--- src/rtl/conv_seq_pkg.sv ---
package conv_seq_pkg;

    localparam int CNT_W = 5;

    typedef enum logic [1:0] {
        ST_ACQ  = 2'd0,
        ST_CONV = 2'd1,
        ST_IDLE = 2'd2
    } seq_state_e;

    typedef struct packed {
        seq_state_e       st;
        logic [CNT_W-1:0] ecnt;
        logic             io_prev;
        logic             eoc;
        logic             samp;
        logic             conv;
        logic             latch;
    } seq_reg_t;

    // transfer length code to number of falling edges closing the sample phase
    function automatic logic [CNT_W-1:0] len_edges(input logic [1:0] code);
        case (code)
            2'b00:   return CNT_W'(8);
            2'b01:   return CNT_W'(12);
            default: return CNT_W'(16);
        endcase
    endfunction

endpackage

--- src/rtl/seq_down_timer.sv ---
module seq_down_timer #(
    parameter int W = 8
) (
    input  logic         clk,
    input  logic         rst_n,
    input  logic         load,
    input  logic [W-1:0] load_val,
    input  logic         en,
    output logic         zero
);
    logic [W-1:0] cnt_d, cnt_q;

    always_comb begin
        cnt_d = cnt_q;
        if (load) begin
            cnt_d = load_val;
        end else if (en && cnt_q != '0) begin
            cnt_d = cnt_q - 1'b1;
        end
    end

    always_ff @(posedge clk) begin
        if (!rst_n) cnt_q <= '0;
        else        cnt_q <= cnt_d;
    end

    assign zero = (cnt_q == '0);

    AST_TMR_NO_WRAP: assert property (@(posedge clk) disable iff (!rst_n)
        (zero && !load) |=> zero);
endmodule

--- src/rtl/cs_debounce.sv ---
module cs_debounce #(
    parameter int DEB_CYC = 8
) (
    input  logic clk,
    input  logic rst_n,
    input  logic cs_n,
    output logic cs_hi,
    output logic low_evt
);
    localparam int DW = (DEB_CYC < 2) ? 1 : $clog2(DEB_CYC);
    localparam logic [DW-1:0] LAST = DW'(DEB_CYC - 1);

    typedef struct packed {
        logic          db;
        logic [DW-1:0] cnt;
        logic          evt;
    } deb_reg_t;

    deb_reg_t r_d, r_q;

    always_comb begin
        r_d     = r_q;
        r_d.evt = 1'b0;
        if (cs_n != r_q.db) begin
            if (r_q.cnt == LAST) begin
                r_d.db  = cs_n;
                r_d.cnt = '0;
                r_d.evt = !cs_n;
            end else begin
                r_d.cnt = r_q.cnt + 1'b1;
            end
        end else begin
            r_d.cnt = '0;
        end
    end

    always_ff @(posedge clk) begin
        if (!rst_n) r_q <= '{db: 1'b1, cnt: '0, evt: 1'b0};
        else        r_q <= r_d;
    end

    assign cs_hi   = r_q.db;
    assign low_evt = r_q.evt;

    AST_DB_HOLD: assert property (@(posedge clk) disable iff (!rst_n)
        (cs_n == cs_hi) |=> $stable(cs_hi));
    AST_EVT_ON_FALL: assert property (@(posedge clk) disable iff (!rst_n)
        low_evt |-> (!cs_hi && $past(cs_hi)));
endmodule

--- src/rtl/conv_cycle_seq.sv ---
module conv_cycle_seq
    import conv_seq_pkg::*;
#(
    parameter int CONV_CYC = 500,
    parameter int DEB_CYC  = 8,
    parameter int IDLE_CYC = 16
) (
    input  logic       clk,
    input  logic       rst_n,
    input  logic       cs_n,
    input  logic       io_clk,
    input  logic [1:0] xfer_len,
    output logic       eoc,
    output logic       samp_start,
    output logic       conv_start,
    output logic       result_latch,
    output logic       clk_inhibit
);
    localparam int TMAX = (CONV_CYC > IDLE_CYC) ? CONV_CYC : IDLE_CYC;
    localparam int TW   = $clog2(TMAX + 1);
    localparam logic [TW-1:0]    CONV_LOAD = TW'(CONV_CYC - 1);
    localparam logic [TW-1:0]    IDLE_LOAD = TW'(IDLE_CYC - 1);
    localparam logic [CNT_W-1:0] SAMP_EDGE = CNT_W'(4);

    seq_reg_t r_d, r_q;

    logic cs_hi, low_evt;
    logic conv_zero, idle_zero;
    logic conv_load, conv_en, idle_load, idle_en;
    logic fall, accept;
    logic [CNT_W-1:0] ecnt_nx;

    cs_debounce #(.DEB_CYC(DEB_CYC)) u_deb (
        .clk     (clk),
        .rst_n   (rst_n),
        .cs_n    (cs_n),
        .cs_hi   (cs_hi),
        .low_evt (low_evt)
    );

    seq_down_timer #(.W(TW)) u_conv_tmr (
        .clk      (clk),
        .rst_n    (rst_n),
        .load     (conv_load),
        .load_val (CONV_LOAD),
        .en       (conv_en),
        .zero     (conv_zero)
    );

    seq_down_timer #(.W(TW)) u_idle_tmr (
        .clk      (clk),
        .rst_n    (rst_n),
        .load     (idle_load),
        .load_val (IDLE_LOAD),
        .en       (idle_en),
        .zero     (idle_zero)
    );

    always_comb begin
        r_d         = r_q;
        r_d.samp    = 1'b0;
        r_d.conv    = 1'b0;
        r_d.latch   = 1'b0;
        r_d.io_prev = io_clk;
        conv_load   = 1'b0;
        conv_en     = 1'b0;
        idle_load   = 1'b0;
        idle_en     = 1'b0;
        fall        = r_q.io_prev && !io_clk;
        accept      = fall && (r_q.st == ST_ACQ) && !cs_hi && !low_evt;
        ecnt_nx     = r_q.ecnt + 1'b1;

        if (low_evt) begin
            // debounced select fall: reset, abort conversion, open idle window
            r_d.st    = ST_IDLE;
            r_d.ecnt  = '0;
            idle_load = 1'b1;
        end else begin
            case (r_q.st)
                ST_ACQ: begin
                    if (accept) begin
                        r_d.ecnt = ecnt_nx;
                        if (ecnt_nx == SAMP_EDGE) r_d.samp = 1'b1;
                        if (ecnt_nx >= len_edges(xfer_len)) begin
                            r_d.st    = ST_CONV;
                            r_d.conv  = 1'b1;
                            conv_load = 1'b1;
                        end
                    end
                end
                ST_CONV: begin
                    if (conv_zero) begin
                        r_d.st    = ST_ACQ;
                        r_d.ecnt  = '0;
                        r_d.latch = 1'b1;
                    end else begin
                        conv_en = 1'b1;
                    end
                end
                default: begin
                    if (idle_zero) r_d.st = ST_ACQ;
                    else           idle_en = 1'b1;
                end
            endcase
        end
        r_d.eoc = (r_d.st != ST_CONV);
    end

    always_ff @(posedge clk) begin
        if (!rst_n) begin
            r_q <= '{st: ST_ACQ, ecnt: '0, io_prev: 1'b0, eoc: 1'b1,
                     samp: 1'b0, conv: 1'b0, latch: 1'b0};
        end else begin
            r_q <= r_d;
        end
    end

    assign eoc          = r_q.eoc;
    assign samp_start   = r_q.samp;
    assign conv_start   = r_q.conv;
    assign result_latch = r_q.latch;
    assign clk_inhibit  = cs_hi || low_evt || (r_q.st == ST_IDLE);

    AST_SAMPLE_AT_FOUR: assert property (@(posedge clk) disable iff (!rst_n)
        samp_start |-> (r_q.ecnt == SAMP_EDGE));
    AST_CONV_AT_LEN: assert property (@(posedge clk) disable iff (!rst_n)
        conv_start |-> (!eoc && r_q.ecnt >= len_edges(xfer_len)));
    AST_LATCH_WITH_EOC: assert property (@(posedge clk) disable iff (!rst_n)
        result_latch |-> (eoc && $past(!eoc)));
    AST_EOC_RISE_CAUSE: assert property (@(posedge clk) disable iff (!rst_n)
        $rose(eoc) |-> (result_latch || clk_inhibit));
    AST_INHIBIT_FREEZE: assert property (@(posedge clk) disable iff (!rst_n)
        (clk_inhibit && !low_evt && r_q.st != ST_CONV) |=> $stable(r_q.ecnt));
    AST_SAMP_PULSE: assert property (@(posedge clk) disable iff (!rst_n)
        samp_start |=> !samp_start);
    AST_CONV_PULSE: assert property (@(posedge clk) disable iff (!rst_n)
        conv_start |=> !conv_start);
    AST_LATCH_PULSE: assert property (@(posedge clk) disable iff (!rst_n)
        result_latch |=> !result_latch);
endmodule

--- config.mk ---
export PLATFORM = sky130hd
export DESIGN_NAME = conv_cycle_seq
export DESIGN_NICKNAME = d
export VERILOG_FILES = /design/src/rtl/conv_seq_pkg.sv /design/src/rtl/seq_down_timer.sv /design/src/rtl/cs_debounce.sv /design/src/rtl/conv_cycle_seq.sv
export SDC_FILE = /design/constraint.sdc
export NUM_CORES = 1
export LEC_CHECK = 0
export ABC_CLOCK_PERIOD_IN_PS = 5900
export CORE_MARGIN = 3
export CORE_UTILIZATION = 45
export DETAILED_ROUTE_END_ITERATION = 10
export PLACE_DENSITY_LB_ADDON = 0.15
export SLEW_MARGIN = 20
export SYNTH_ARGS = -nofsm -noshare
export SYNTH_HDL_FRONTEND = slang
export SYNTH_SLANG_ARGS = --single-unit
--- constraint.sdc ---
create_clock -name clk -period 5.9 [get_ports clk]
set_clock_uncertainty 0.15 [all_clocks]
set_input_delay 0.885 -clock clk [delete_from_list [all_inputs] [get_ports clk]]
set_output_delay 0.885 -clock clk [all_outputs]
set_load 0.005 [all_outputs]
==> impl_metrics.yaml <==
die:
  die-area_um2: 4394
  die_h_um: 66.29
  num_rows: 21
  ios: 11
  initial_core_util: 0.4788
  design.core.area_um2: 3416
  dieWidth_um: 66.29
clocking:
  clkLatencyLatePin_ns: 0.34
  numCtsBuffers: 5
  cts_setup_buffers: 0
  htreeDepth: 2
  clk_pin_slew_ns: 0.09
  clkSinkCount: 35
  ctsHoldBuffers: 0
  cts_resized: 0
  cts_tree: "yes"
  cts-root-buf: "clkbuf_4"
  clock_path_buffers: 2
worst_setup_path:
  reg2reg_setup_slack_ns: 3.48
  crit_required_ns: 4.87
  criticalPathCategory: "flop to output pin"
  rr_endpoint: "eoc"
  regToRegStartpoint: "r_q[5]"
  worstPathArrival_ns: 1.70
  cp-start-kind: "flop"
  path_max_fanout: 10
  reg2reg_depth: 8
  endpoint_kind: "output pin"
timing:
  fin_crit_ns: 2.733
  maxSlewHeadroom: 0.6182
  fin_crit_sh: 0.4632
  tns_ns: 0
  worst-slew-pin-transition_ns: 0.5726
  finalMaxSlewViolations: 0
  rsz0062_at_grt: "no"
  finalSetupViolations: 0
  final_hold_viol_count: 0
  fmax_mhz: 365.9
global_route:
  grt_start_max_net_pins: 17
  use_met2: 0.2577
  grt.busiest_layer: "met2"
  grt_overflow_total: 0
  gr-usage-met1: 0.1842
  antenna_found_initial: 0
  grt_first_pass_wirelength_um: 5202
  grt_pass1_vias: 1166
  track_usage: 0.1566
  use_met3: 0.05102
outcome:
  status: "complete, no violations"
yosys:
  ys_warn_count: 0
  synth_top_area_frac: 0.4285
  synth_nets: 187
  ys_top_cells_by_area: "dfxtp_1 43%, ha_1 6.1%, xor2_1 4.3%"
  synth_cell_types: 46
  synth_edf_count: 0
  syn_area_um2: 1635
  ys.flop_type: "dfxtp_1"
  ys_seq_area_frac: 0.4285
  netlist_instances: 173
  yosys.area.top_type: "dfxtp_1"
  yosys_register_bits: 35
  avgSynthCellArea_um2: 9.453
  synthArstFlopShare: 0
final_layout:
  final_util: 0.5392
  syn_to_final_growth_pct: 12.62
  stdcell_area_um2: 1842
  nets: 199
  diodes: 0
  drive_above_1_share: 0.06989
placement:
  hpwl_um: 2100
  postPlaceCellArea_um2: 1773
  gp_congestion: 0.7584
  io_buffers: 10
worst_hold_path:
  holdCritPathClass: "flop to flop"
  holdPathStages: 1
  hold_path_end: "u_deb.r_q[1]"
  hp-start: "u_deb.r_q[1]"
power_and_ir_drop:
  max-vdd-ir-drop_uv: 112.0
  power_density_nw_per_um2: 214.5
  power_leakage_uw: 0.0006804
job:
  maxCapViolCount: 0
detailed_routing:
  viasPerCell: 5.315
  vias: 1233
  ant_nets: 0
  drt_iter0_markers: 57
  routed_wl_um: 2899
  wl_per_cell_um: 12.50
  first_pass_iters: 4
  drc: 0
## worst max-delay path: stages (launching register included)
cell             delay [ns]
dfxtp_1                0.60
nor2_1                 0.13
o21ai_0                0.11
clkdlybuf4s50_1        0.53
## per-layer routing
metal  part of all wire  vias to the layer above  routed length [µm]
met5                  0                        -                   0
met4              0.018                        0                  51
met2               0.47                       22                1356
li1                   -                      641                   -
met3              0.041                        7                 120
met1               0.47                      563                1370
## Yosys cell counts, types with 2 or more instances
cell       n
nor3_1     5
nand3_2    2
or4_1      3
inv_1      6
o31ai_1    2
o21a_1     7
nand2_1    6
and3_1     3
xor2_1     8
a31oi_1    3
xnor2_1    7
o21ai_0    4
nor2b_1    4
a21boi_0   3
ha_1       8
a21oi_1   10
clkbuf_1   4
nor3b_1    2
or3_1      2
dfxtp_1   35
nor2_1    17
and4b_1    2
nand3_1    5
and2_1     3
## worst max-delay path by stage
stage	from	cells after the start	end	slack [ns]
5_1_grt	u_deb.low_evt	3	clk_inhibit	3.01
2_1_floorplan	xfer_len[0]	8	u_conv_tmr.cnt_q[3]	3.55
3_5_place_dp	xfer_len[1]	8	eoc	2.79
6_report	u_deb.low_evt	3	clk_inhibit	3.17
4_1_cts	u_deb.low_evt	3	clk_inhibit	3.13
3_3_place_gp	xfer_len[1]	8	eoc	2.90
## area by class of cell
class,count,area [µm²]
clock buffers,8,68.82
fillers,334,1574
inverters,6,22.52
multi-input cells,127,892.1
flip-flops and latches,35,700.7
well taps,46,57.56
repair buffers,10,100.1
## layout by cell type (no fill, tap or decap), types with 2 or more instances in the layout
master,netlist,final
dfxtp_1,35,35
nor2_1,17,17
a21oi_1,10,10
clkdlybuf4s50_1,0,10
xor2_1,8,8
ha_1,8,8
xnor2_1,7,7
o21a_1,7,7
inv_1,6,6
nand2_1,6,6
nand3_1,5,5
nor3_1,5,5
clkbuf_4,0,5
nor2b_1,4,4
o21ai_0,4,4
and3_1,3,3
or4_1,3,3
and2_1,3,3
a31oi_1,3,3
a21boi_0,3,3
and4b_1,2,2
nor3b_1,2,2
nand3_2,2,2
o31ai_1,2,2
or3_1,2,2
clkbuf_8,0,2
## logic make-up after synthesis
| family | count (synthesis) | share of synthesized area |
|---|---|---|
| flip-flops | 35 | 0.4285 |
| multiplexers | 1 | 0.006121 |
| adder cells (fa/ha/maj) | 8 | 0.06121 |
| AO/OA/AOI/OAI | 37 | 0.1584 |
| buffers and inverters | 11 | 0.02601 |
| XOR/XNOR | 15 | 0.08034 |
| AND/OR/NAND/NOR | 66 | 0.2395 |
## per-stage QoR
step,std cells,hold WS (ns),setup WS [ns],power (µW)
finish,232,0.2764,3.167,395.0
global route,232,0.2996,3.010,411.9
CTS,232,0.2824,3.126,401.1
detailed placement,224,0.2670,2.792,254.2
global placement,224,0.2579,2.895,253.7
floorplan,173,0.2484,3.553,248.6
## power breakdown
group	leakage (µW)	total, µW	switching, µW	internal (µW)
registers	0.000282	238	0.436	237
clock network	0.0000386	147	76.4	70.1
logic	0.000359	11.0	5.48	5.48
total	0.000680	395	82.3	313
## sequential cells by signal (all words and copies together), names as in the netlist
| register | count |
|---|---|
| u_deb.r_q | 3 |
| r_q | 8 |
| result_latch | 1 |
| samp_start | 1 |
| u_conv_tmr.cnt_q | 9 |
| u_idle_tmr.cnt_q | 9 |
| u_deb.low_evt | 1 |
| eoc | 1 |
| conv_start | 1 |
| u_deb.cs_hi | 1 |
Note: power is estimated with default switching activity, not from simulation.
